## src/rtl/prt_pkg.sv

```systemverilog
// Package: shared constants for the short-transfer report queue.
// Assumes 32-bit software-visible registers.
package prt_pkg;
    localparam int REG_W        = 32;
    localparam int DONE_PEND_B  = 31;   // pending flag position in the completion word
    localparam int STAT_OVF_B   = 0;    // overflow flag position in the status word
    localparam int STAT_CNT_LSB = 8;    // fill level field, bits 15..8
    localparam int STAT_CNT_W   = 8;
endpackage

```

## src/rtl/prt_fifo_store.sv

```systemverilog
// Module: register-based FIFO holding {id, len} records.
// Assumes the caller gates push against full (pop in the same cycle frees a slot)
// and never pops while empty.
module prt_fifo_store #(
    parameter int DEPTH = 8,
    parameter int ENT_W = 27
) (
    input  logic                          clk,
    input  logic                          rst_n,
    input  logic                          push,
    input  logic                          pop,
    input  logic [ENT_W-1:0]              wr_ent,
    output logic [ENT_W-1:0]              head_ent,
    output logic [$clog2(DEPTH+1)-1:0]    count,
    output logic                          empty,
    output logic                          full
);
    localparam int PTR_W = (DEPTH > 1) ? $clog2(DEPTH) : 1;
    localparam int CNT_W = $clog2(DEPTH+1);
    localparam logic [PTR_W-1:0] LAST_PTR = PTR_W'(DEPTH - 1);
    localparam logic [CNT_W-1:0] FULL_CNT = CNT_W'(DEPTH);

    logic [ENT_W-1:0] slot [DEPTH];
    logic [PTR_W-1:0] wr_ptr, rd_ptr;

    assign empty    = (count == '0);
    assign full     = (count == FULL_CNT);
    assign head_ent = slot[rd_ptr];

    // One write-enabled register per slot.
    generate
        for (genvar g = 0; g < DEPTH; g++) begin : g_slot
            always_ff @(posedge clk) begin
                if (!rst_n)
                    slot[g] <= '0;
                else if (push && (wr_ptr == PTR_W'(g)))
                    slot[g] <= wr_ent;
            end
        end
    endgenerate

    // Pointer advance with explicit wrap so any DEPTH works.
    always_ff @(posedge clk) begin
        if (!rst_n) begin
            wr_ptr <= '0;
            rd_ptr <= '0;
        end else begin
            if (push) wr_ptr <= (wr_ptr == LAST_PTR) ? '0 : wr_ptr + 1'b1;
            if (pop)  rd_ptr <= (rd_ptr == LAST_PTR) ? '0 : rd_ptr + 1'b1;
        end
    end

    // Fill level tracks pushes minus pops.
    always_ff @(posedge clk) begin
        if (!rst_n)
            count <= '0;
        else if (push && !pop)
            count <= count + 1'b1;
        else if (pop && !push)
            count <= count - 1'b1;
    end

    assert_count_bound_R7: assert property (@(posedge clk) disable iff (!rst_n)
        count <= FULL_CNT);

    assert_pop_drains_R4: assert property (@(posedge clk) disable iff (!rst_n)
        (pop && !push) |=> (count == $past(count) - 1'b1));

    assert_full_holds_R7: assert property (@(posedge clk) disable iff (!rst_n)
        (full && !pop) |=> $stable(count));
endmodule

```

## src/rtl/prt_ovf_tracker.sv

```systemverilog
// Module: sticky overflow flag, cleared by a status read.
// Assumes drop pulses once per discarded record; a drop in the clearing cycle wins.
module prt_ovf_tracker (
    input  logic clk,
    input  logic rst_n,
    input  logic drop,
    input  logic clr,
    output logic ovf
);
    // Set has priority over clear so no discard goes unreported.
    always_ff @(posedge clk) begin
        if (!rst_n)
            ovf <= 1'b0;
        else if (drop)
            ovf <= 1'b1;
        else if (clr)
            ovf <= 1'b0;
    end

    assert_ovf_sticky_R8: assert property (@(posedge clk) disable iff (!rst_n)
        (ovf && !clr) |=> ovf);

    assert_ovf_set_R7: assert property (@(posedge clk) disable iff (!rst_n)
        drop |=> ovf);
endmodule

```

## src/rtl/prt_readout.sv

```systemverilog
// Module: registered read data for the length, ID and status registers.
// Assumes strobes are single-cycle; data holds until the next strobe of that register.
module prt_readout #(
    parameter int ID_W  = 5,
    parameter int LEN_W = 24,
    parameter int CNT_W = 4
) (
    input  logic                    clk,
    input  logic                    rst_n,
    input  logic                    rd_len_stb,
    input  logic                    rd_id_stb,
    input  logic                    rd_stat_stb,
    input  logic                    empty,
    input  logic [ID_W-1:0]         head_id,
    input  logic [LEN_W-1:0]        head_len,
    input  logic [CNT_W-1:0]        count,
    input  logic                    ovf,
    output logic [prt_pkg::REG_W-1:0] len_rdata,
    output logic [prt_pkg::REG_W-1:0] id_rdata,
    output logic [prt_pkg::REG_W-1:0] stat_rdata
);
    import prt_pkg::*;

    logic [REG_W-1:0] stat_word;

    // Assemble the status word from its fields.
    always_comb begin
        stat_word = '0;
        stat_word[STAT_OVF_B] = ovf;
        stat_word[STAT_CNT_LSB +: STAT_CNT_W] = STAT_CNT_W'(count);
    end

    // Capture the length of the head record, or zero when empty.
    always_ff @(posedge clk) begin
        if (!rst_n)
            len_rdata <= '0;
        else if (rd_len_stb)
            len_rdata <= empty ? '0 : REG_W'(head_len);
    end

    // Capture the ID of the head record, or zero when empty.
    always_ff @(posedge clk) begin
        if (!rst_n)
            id_rdata <= '0;
        else if (rd_id_stb)
            id_rdata <= empty ? '0 : REG_W'(head_id);
    end

    // Capture the status word as it stood before this cycle's updates.
    always_ff @(posedge clk) begin
        if (!rst_n)
            stat_rdata <= '0;
        else if (rd_stat_stb)
            stat_rdata <= stat_word;
    end

    assert_empty_id_zero_R6: assert property (@(posedge clk) disable iff (!rst_n)
        (rd_id_stb && empty) |=> (id_rdata == '0));

    assert_empty_len_zero_R6: assert property (@(posedge clk) disable iff (!rst_n)
        (rd_len_stb && empty) |=> (len_rdata == '0));
endmodule

```

## src/rtl/prt_report_fifo.sv

```systemverilog
// Module: top of the short-transfer report queue.
// Stores {id, len} for transfers that ended early with reporting enabled,
// pops on ID reads, flags pending records in bit 31 of the completion word,
// and tracks discards in a sticky overflow flag.
// Assumes DEPTH fits in the 8-bit status fill field.
module prt_report_fifo #(
    parameter int DEPTH = 8,
    parameter int ID_W  = 5,
    parameter int LEN_W = 24
) (
    input  logic                      clk,
    input  logic                      rst_n,
    input  logic                      ev_valid,
    input  logic                      ev_report_en,
    input  logic [ID_W-1:0]           ev_id,
    input  logic [LEN_W-1:0]          ev_len,
    input  logic [30:0]               cmpl_mask,
    input  logic                      rd_len_stb,
    input  logic                      rd_id_stb,
    input  logic                      rd_stat_stb,
    output logic [31:0]               len_rdata,
    output logic [31:0]               id_rdata,
    output logic [31:0]               stat_rdata,
    output logic [31:0]               done_word
);
    import prt_pkg::*;

    localparam int ENT_W = ID_W + LEN_W;
    localparam int CNT_W = $clog2(DEPTH+1);

    logic             empty, full;
    logic [CNT_W-1:0] count;
    logic [ENT_W-1:0] head_ent;
    logic             ev_take, push, pop, drop, ovf;

    // Qualify events and resolve push, pop and discard for this cycle.
    always_comb begin
        ev_take = ev_valid && ev_report_en;
        pop     = rd_id_stb && !empty;
        push    = ev_take && (!full || pop);
        drop    = ev_take && full && !pop;
    end

    prt_fifo_store #(.DEPTH(DEPTH), .ENT_W(ENT_W)) u_store (
        .clk      (clk),
        .rst_n    (rst_n),
        .push     (push),
        .pop      (pop),
        .wr_ent   ({ev_id, ev_len}),
        .head_ent (head_ent),
        .count    (count),
        .empty    (empty),
        .full     (full)
    );

    prt_ovf_tracker u_ovf (
        .clk   (clk),
        .rst_n (rst_n),
        .drop  (drop),
        .clr   (rd_stat_stb),
        .ovf   (ovf)
    );

    prt_readout #(.ID_W(ID_W), .LEN_W(LEN_W), .CNT_W(CNT_W)) u_rd (
        .clk         (clk),
        .rst_n       (rst_n),
        .rd_len_stb  (rd_len_stb),
        .rd_id_stb   (rd_id_stb),
        .rd_stat_stb (rd_stat_stb),
        .empty       (empty),
        .head_id     (head_ent[ENT_W-1:LEN_W]),
        .head_len    (head_ent[LEN_W-1:0]),
        .count       (count),
        .ovf         (ovf),
        .len_rdata   (len_rdata),
        .id_rdata    (id_rdata),
        .stat_rdata  (stat_rdata)
    );

    // Completion word: pending flag over the pass-through mask.
    always_comb begin
        done_word = {1'b0, cmpl_mask};
        done_word[DONE_PEND_B] = !empty;
    end

    assert_pending_flag_R5: assert property (@(posedge clk) disable iff (!rst_n)
        done_word[DONE_PEND_B] == (count != '0));

    assert_disabled_ignored_R2: assert property (@(posedge clk) disable iff (!rst_n)
        (ev_valid && !ev_report_en && !rd_id_stb) |=> $stable(count));

    assert_swap_when_full_R9: assert property (@(posedge clk) disable iff (!rst_n)
        (full && rd_id_stb && ev_take) |=> (full && !drop_seen_q));

    logic drop_seen_q;
    // Remember a discard for the swap check.
    always_ff @(posedge clk) begin
        if (!rst_n) drop_seen_q <= 1'b0;
        else        drop_seen_q <= drop;
    end
endmodule

```

## config.mk

```make
export PLATFORM = sky130hd
export DESIGN_NAME = prt_report_fifo
export DESIGN_NICKNAME = d
export VERILOG_FILES = /design/src/rtl/prt_pkg.sv /design/src/rtl/prt_fifo_store.sv /design/src/rtl/prt_ovf_tracker.sv /design/src/rtl/prt_readout.sv /design/src/rtl/prt_report_fifo.sv
export SDC_FILE = /design/constraint.sdc
export NUM_CORES = 1
export LEC_CHECK = 0
export CAP_MARGIN = 20
export CORE_MARGIN = 8
export CORE_UTILIZATION = 56
export CTS_BUF_LIST = sky130_fd_sc_hd__clkbuf_4 sky130_fd_sc_hd__clkbuf_8
export CTS_CLUSTER_SIZE = 8
export DETAILED_ROUTE_END_ITERATION = 16
export PLACE_DENSITY = 0.82
export SYNTH_ARGS = -nofsm -noshare
export SYNTH_HDL_FRONTEND = slang
export SYNTH_SLANG_ARGS = --single-unit
```

## constraint.sdc

```tcl
create_clock -name clk -period 5 [get_ports clk]
set_input_delay 0.75 -clock clk [delete_from_list [all_inputs] [get_ports clk]]
set_output_delay 0.75 -clock clk [all_outputs]
set_load 0.01 [all_outputs]
```

**Word-level counts from Yosys, hierarchy flattened**

Memories as Yosys holds them, arrays and structs flattened. A register that Yosys moved wholly into a read port is not among the register bits.
Index checks and enable logic that the tools add are counted.

- Bits in registers: 80
- Memory bits (writable): 232
- Input port bits: 67
- Output and inout port bits: 128
- Logic and storage cells: 96
- Memories: 1

Memories:

| name | depth | bits a word | read ports | clocked after Yosys merged registers in | wr ports | RTL line | source |
|---|---|---|---|---|---|---|---|
| u_store.slot | 8 | 29 | 1 | 1 | 8 | prt_fifo_store.sv:23 | `logic [ENT_W-1:0] slot [DEPTH];` |

- Add/sub/neg operators: 4
- Equal/unequal tests: 9
- Multiplexer cells: 43
- Bitwise gates (word level): 8
- Reduce and logical (&&, ||, !) cells: 24

Operator list:

| cell | count |
|---|---|
| $mux W29 | 8 |
| $mux W1 | 27 |
| $mux W24 | 1 |
| $eq A3 B3 Y1 const B | 5 |
| $logic_and A1 B1 Y1 | 15 |
| $mux W3 | 4 |
| $mux W4 | 2 |
| $or A1 B1 Y1 | 8 |
| $add A3 B1 Y3 const B | 2 |
| $eq A3 B2 Y1 const B | 2 |
| $mux W5 | 1 |
| $add A4 B1 Y4 const B | 1 |
| $eq A4 B4 Y1 const B | 1 |
| $logic_not A1 Y1 | 4 |
| $logic_not A4 Y1 | 1 |
| $reduce_bool A2 Y1 | 2 |
| $sub A4 B1 Y4 const B | 1 |
| $eq A3 B1 Y1 const B | 1 |
| $logic_not A3 Y1 | 1 |
| $logic_or A1 B1 Y1 | 1 |

**Logic depth before layout (Yosys ltp)**

Gate-level depths: netlist of run 1.

- Depth after elaboration: 10
- Mapped depth: 10
- Mapped depth without buffers: 9

**By module**

From an unflattened synthesis of run 1, not the netlist that was laid out.

- Cell total of the unflattened synthesis: 930
- Area total of the unflattened synthesis: 13351.6 um^2

Modules (own cells, without submodules):

| module | times used | cells each | area an instance (um^2) |
|---|---|---|---|
| prt_fifo_store | 1 | 682 | 11209.5 |
| prt_readout | 1 | 208 | 1825.5 |
| prt_report_fifo | 1 | 37 | 275.3 |
| prt_ovf_tracker | 1 | 3 | 41.3 |

**Worst setup path after synthesis of run 1**

No wires, ideal clock.

- Kind: input -> register
- Start point: input rd_id_stb
- End point: memory u_store.slot[4][0] (netlist bit), enable pin
- Library setup time: 0.455 ns
- Arrival time: 3.571 ns
- Data required time: 4.545 ns
- Path slack: 0.973 ns
- Stages on the path: 5
- Buffers on the path: 1
- Path through: nor2b_1 a21oi_1 clkbuf_1 nand2_1 o21ai_0

RTL lines:

| element | RTL line | source |
|---|---|---|
| start, declared | prt_report_fifo.sv:19 | `input logic rd_id_stb,` |
| end, declared | prt_fifo_store.sv:23 |  |

**Worst setup path after layout of run 1**

- Start point: register u_store.count[1]
- End point: output done_word[31]

- Longest elaborated chain between the ends: 2

Ends and longest elaborated chain:

| element | RTL line | source |
|---|---|---|
| start, declared | prt_fifo_store.sv:14 | `output logic [$clog2(DEPTH+1)-1:0] count,` |
| start signal, assigned | prt_fifo_store.sv:58 | `count <= count + 1'b1;` |
| start signal, assigned | prt_fifo_store.sv:60 | `count <= count - 1'b1;` |
| $logic_not A4 Y1 | prt_fifo_store.sv:26 | `assign empty = (count == '0);` |
| $logic_not A1 Y1 | prt_report_fifo.sv:83 | `done_word[DONE_PEND_B] = !empty;` |
| end, declared | prt_report_fifo.sv:24 | `output logic [31:0] done_word` |

Every way passes these cells.

==> results.cfg, run 1 <==
[run_status]
status = complete, no violations

[timing]
fin_crit_ns = 2.94
slew-limit-headroom_pct = 26.8
rsz0062_at_grt = no
max_freq_mhz = 341
fin_setup_tns_ns = 0
hold_violations = 0
worst_pin_slew_ns = 1.10
setup_viol = 0
whs_ns = 0.464
timing.final.crit_share_pct = 58.7
skew_ns = 0.0255
final_max_slew_viol_count = 0

[power_and_ir_drop]
switching_share_pct = 27.4
cell_internal_pwr_w = 0.00431
p_clk_share_pct = 34.4
max-vdd-ir-drop_mv = 0.229
power_density_nw_per_um2 = 422
seqPwrFrac_pct = 48.0
p_leak_nw = 5.07
p_sw_w = 0.00163
combPwrFrac_pct = 17.6

[setup_path]
crit_fanout = 6
crit_type = flop to output port
cp_top_family = simple AND/OR/NAND/NOR gates
start_kind = flop
path_buf_inv = 1
worstRegToRegCells = 9
critPathRequiredTime_ns = 4.25
r2r_slack_ns = 2.33
r2r_start = u_store.count[1]
r2r-end = u_store.count[3]
path_cells = or4_1 > clkdlybuf4s50_1
slowest_stage = or4_1
crit_path_max_incr_delay_ns = 0.71
end_kind = output port
cp_data_arrival_time_ns = 2.19

[clock_network]
htreeDepth = 2
cts_inserted_buffers = 46
clkLatencyLatePin_ns = 0.57
cts.repair.resized = 0
cts_setup_buffers = 0
cts_tree = done
cts.path.max_buffers = 3
holdBufCountCts = 0
cts_root_buf = clkbuf_8
clock_sinks = 280
clk_pin_slew_ns = 0.06

[floorplan]
start_util_pct = 56.4
fp.dieH_um = 166
coreArea_um2 = 22400
dieArea_um2 = 27600
ioPinCount = 195
chipWidth_um = 166
rows = 55

[route]
wl_per_cell_um = 21.4
dr.pass1.iters = 5
drc = 0
first_iter_violations = 738
vias = 7863
wl_mm = 29.4
final_antenna_net_count = 0
via_per_inst = 5.74

[final_layout]
register_area_um2 = 7930
final_common_cell = edfxtp_1
nFillCells = 1674
mostFrequentLayoutCells = 232 x edfxtp_1, 176 x nor2_1, 124 x mux2i_1
stdcell_count = 1369
n_antenna_cell = 0
area_delta_synth_final_pct = 11.5
drive_gt1_share_pct = 10.1
nets = 1127
multi_input_comb_area_um2 = 3950

[yosys]
ys_ff_latch = 280
ys_types = 34
avgSynthCellArea_um2 = 12.5
synthCells = 1007
yosysWarnings = 0
netlist_area_um2 = 12600
ys_seq_area_share_pct = 62.8

[global_route]
grt_max_degree = 61
grt-ovfl-total = 0
gr-usage-all-layers_pct = 21.0
grt_antenna_before_repair = 0
grt_first_pass_wirelength_mm = 45.4
grt_pass1_vias = 8198

[job]
drv_cap = 0

[min_path]
worstHoldPathType = flop to flop
whs_endpoint = u_rd.len_rdata[18]
hp-start = u_rd.len_rdata[18]
whs_path_depth = 1

[place]
hpwl_mm = 16.7
post-place-cells = 1285
routabilityCongestion = 0.748
port_buffers = 70
## power groups by stage
stage,Sequential [W],Clock [W],Combinational [W]
floorplan,0.00282,0,0.000820
global placement,0.00289,0,0.00101
detailed placement,0.00290,0,0.00104
CTS,0.00285,0.00206,0.00104
global route,0.00287,0.00217,0.00112
finish,0.00285,0.00204,0.00105
## kinds of logic (layout without fill, tap and decap cells)
| kind of cell | after synthesis | count (layout) | synth area share, % |
|---|---|---|---|
| compound gates | 102 | 102 | 6.51 |
| mux | 124 | 124 | 9.84 |
| simple gates | 320 | 320 | 11.3 |
| buf+inv | 166 | 182 | 8.05 |
| xor+xnor | 2 | 2 | 0.139 |
| flops | 280 | 280 | 62.8 |
| other cells | 1 | 62 | 0.0297 |
| fa+ha+maj | 12 | 12 | 1.25 |
## layer usage
| layer | global-route usage, % | vias up | wire length [um] | share of wire, % |
|---|---|---|---|---|
| li1 | - | 3543 | - | - |
| met1 | 24.7 | 3879 | 11100 | 38 |
| met2 | 36.0 | 373 | 14800 | 50 |
| met3 | 4.83 | 68 | 2530 | 8.6 |
| met4 | 9.64 | 0 | 918 | 3.1 |
| met5 | 0 | - | 0 | 0 |
## flip-flops by register name, indices dropped and copies added, names as in the netlist, named ones only
| name | count |
|---|---|
| u_ovf.ovf | 1 |
| u_rd.stat_rdata | 5 |
| u_store.count | 4 |
| u_rd.len_rdata | 24 |
| u_store.slot | 232 |
| u_store.rd_ptr | 3 |
| u_rd.id_rdata | 5 |
| u_store.wr_ptr | 3 |
## cell type report
class                      count  share of cell area [%]
sequential                   280                    56.4
multi-input combinational    622                    28.1
timing repair buffer          90                    6.05
tap                          285                    2.54
clock inverter                11                   0.578
inverter                       8                   0.214
clock buffer                  73                    6.16
## synthesized netlist by cell type
cell      count  area share (%)
a211oi_1      1           0.060
a21boi_0      4            0.24
a21oi_1       3            0.12
a22oi_1      58             3.5
a31oi_1       1           0.050
a32o_1       29             2.3
and2_1       62             3.1
and3_1        4            0.20
and3_4        1           0.089
buf_1         2           0.060
buf_2        17            0.67
buf_4        93             5.5
buf_6         3            0.27
clkbuf_1     43             1.3
conb_1        1           0.030
dfxtp_1      48             7.6
edfxtp_1    232              55
fa_1          1            0.16
ha_1         11             1.1
inv_1         8            0.24
mux2i_1     124             9.8
nand2_1      49             1.5
nand2b_1      2           0.099
nand3_1       9            0.36
nand3b_1      1           0.060
nor2_1      177             5.3
nor2b_1      12            0.60
nor3_1        1           0.040
o211a_1       1           0.079
o21ai_0       4            0.16
o22ai_1       1           0.050
or3_1         1           0.050
or4_1         1           0.060
xnor2_1       2            0.14
## stage by stage
step | worst slack, ns | total power (W) | instance area, um^2 | util [%]
floorplan | 0.973 | 0.00364 | 12800 | -
global placement | 1.64 | 0.00390 | 13100 | 58.6
CTS | 2.03 | 0.00595 | 14100 | 62.9
global route | 1.99 | 0.00617 | 14100 | 62.9
finish | 2.06 | 0.00594 | 14100 | 62.9
detailed placement | 1.63 | 0.00394 | 13100 | 58.6
## how the worst max path moves through the flow
stage	from	end	slack (ns)	cells after the start
floorplan	rd_id_stb	u_store.slot[4][0]	0.97	5
global placement	rd_id_stb	u_store.slot[6][21]	1.64	7
detailed placement	rd_id_stb	u_store.slot[6][20]	1.63	7
CTS	u_store.count[1]	done_word[31]	2.03	2
global route	u_store.count[1]	done_word[31]	1.99	2
finish	u_store.count[1]	done_word[31]	2.06	2
## worst register-to-register path: stages (launching register included)
cell and delay [ns]:
dfxtp_1 0.37, or4_1 0.71, nand2_1 0.23, ha_1 0.21, inv_1 0.09, ha_1 0.33, a21oi_1 0.18, a211oi_1 0.10
a31oi_1 0.19, mux2i_1 0.19
Power figures use the tool's default switching activity.
==> run 2, diff against run 1 <==
==> constraint.sdc (replaced) <==
create_clock -name clk -period 2.9 [get_ports clk]
set_input_delay 0.435 -clock clk [delete_from_list [all_inputs] [get_ports clk]]
set_output_delay 0.435 -clock clk [all_outputs]
set_load 0.01 [all_outputs]
==> results.cfg, run 2 (synthesis results as in run 1) <==
[run_status]
status = complete, no violations

[timing]
fin_setup_tns_ns = 0
final_max_slew_viol_count = 0
worst_pin_slew_ns = 0.750
max_freq_mhz = 387
slew-limit-headroom_pct = 50.0
timing.final.crit_share_pct = 89.2
worst_slack_ns = 0.314
rsz0062_at_grt = no
setup_viol = 0
hold_violations = 0
whs_ns = 0.464
skew_ns = 0.0261
fin_crit_ns = 2.59

[min_path]
worstHoldPathType = flop to flop
whs_endpoint = u_rd.len_rdata[9]
whs_path_depth = 1
hp-start = u_rd.len_rdata[9]

[global_route]
grt-ovfl-total = 0
grt_antenna_before_repair = 0
grt_first_pass_wirelength_mm = 44.5
grt_pass1_vias = 8268
grt_max_degree = 32
gr-usage-all-layers_pct = 20.5

[setup_path]
start_kind = flop
end_kind = output port
cp_top_family = buffers and inverters
r2r_slack_ns = 0.39
path_buf_inv = 2
path_cells = or4_1 > buf_4 > clkdlybuf4s50_1
r2r_start = u_store.count[1]
crit_path_max_incr_delay_ns = 0.57
slowest_stage = or4_1
crit_fanout = 6
r2r-end = u_store.count[3]
cp_data_arrival_time_ns = 2.15
worstRegToRegCells = 9
critPathRequiredTime_ns = 2.47
crit_type = flop to output port

[final_layout]
reg_top3 = u_store.slot: 232 flops, u_rd.len_rdata: 24 flops
nFillCells = 1668
utilization_pct = 63.9
area_delta_synth_final_pct = 13.3
nets = 1149
n_antenna_cell = 0
multi_input_comb_area_um2 = 3920
drive_gt1_share_pct = 11.9
largest_register = u_store.slot
register_area_um2 = 7930
final_common_cell = edfxtp_1
largest_reg_flops = 232
mostFrequentLayoutCells = 232 x edfxtp_1, 176 x nor2_1, 124 x mux2i_1

[clock_network]
cts.repair.resized = 0
clkLatencyLatePin_ns = 0.56
cts.path.max_buffers = 3
htreeDepth = 2
cts_inserted_buffers = 45
clk_pin_slew_ns = 0.06
cts_root_buf = clkbuf_8
clock_sinks = 280
holdBufCountCts = 0
cts_setup_buffers = 0
cts_tree = done

[floorplan]
chipWidth_um = 166
dieArea_um2 = 27600
fp.dieH_um = 166
coreArea_um2 = 22400
ioPinCount = 195
start_util_pct = 56.4
rows = 55

[route]
final_antenna_net_count = 0
wl_per_cell_um = 20.9
first_iter_violations = 600
dr.pass1.iters = 5
via_per_inst = 5.68
wl_mm = 29.1
drc = 0
vias = 7903

[place]
hpwl_mm = 18.0
routabilityCongestion = 0.799
pre_cts_ws_ns = 0.232
port_buffers = 70

[job]
drv_cap = 0

[power_and_ir_drop]
power_density_nw_per_um2 = 721
max-vdd-ir-drop_mv = 0.447
p_leak_nw = 5.20
## run 2: layer usage
layer / vias up / GRT usage (%) / wire (um)
met4: 0 / 8.10 / 904
met5: - / 0 / 0
li1: 3588 / - / -
met3: 67 / 4.35 / 2290
met1: 3897 / 23.9 / 11200
met2: 351 / 36.5 / 14700
## run 2: metrics by stage
step | cell area [um^2] | cells | total power (W)
after floorplan | 12800 | 1068 | 0.00627
after global placement | 13400 | 1308 | 0.00685
after detailed placement | 13400 | 1308 | 0.00690
after CTS | 14300 | 1391 | 0.0103
after global routing | 14300 | 1391 | 0.0107
final | 14300 | 1391 | 0.0103
## run 2: worst register-to-register path: stages, from the launching register on
cell	delay, ns
dfxtp_1	0.37
or4_1	0.57
nand2_1	0.16
ha_1	0.20
inv_1	0.10
ha_1	0.34
a21oi_1	0.21
a211oi_1	0.11
a31oi_1	0.19
mux2i_1	0.21
## run 2: area by class of cell
type | count | area share (%)
clock inverter | 7 | 0.236
sequential | 280 | 55.5
multi-input combinational | 622 | 27.5
tap | 285 | 2.50
inverter | 8 | 0.210
timing repair buffer | 113 | 7.78
clock buffer | 76 | 6.31
## run 2: worst max-delay path by stage
stage                     startpoint            endpoint  slack (ns)  depth (start not counted)
floorplan           u_store.count[0]  u_store.slot[5][0]       -0.05                          5
global placement           rd_id_stb    u_store.count[3]        0.27                         10
detailed placement         rd_id_stb    u_store.count[3]        0.23                         10
CTS                 u_store.count[1]       done_word[31]        0.28                          3
global route        u_store.count[1]    u_store.count[3]        0.17                          9
finish              u_store.count[1]       done_word[31]        0.31                          3
## run 2: report_power, final
part           internal, W  total (W)  switching [W]  leakage [nW]
registers          0.00463    0.00485       0.000219          2.80
logic             0.000906    0.00198        0.00107          1.90
clock network      0.00195    0.00347        0.00152         0.503
total              0.00749     0.0103        0.00281          5.20
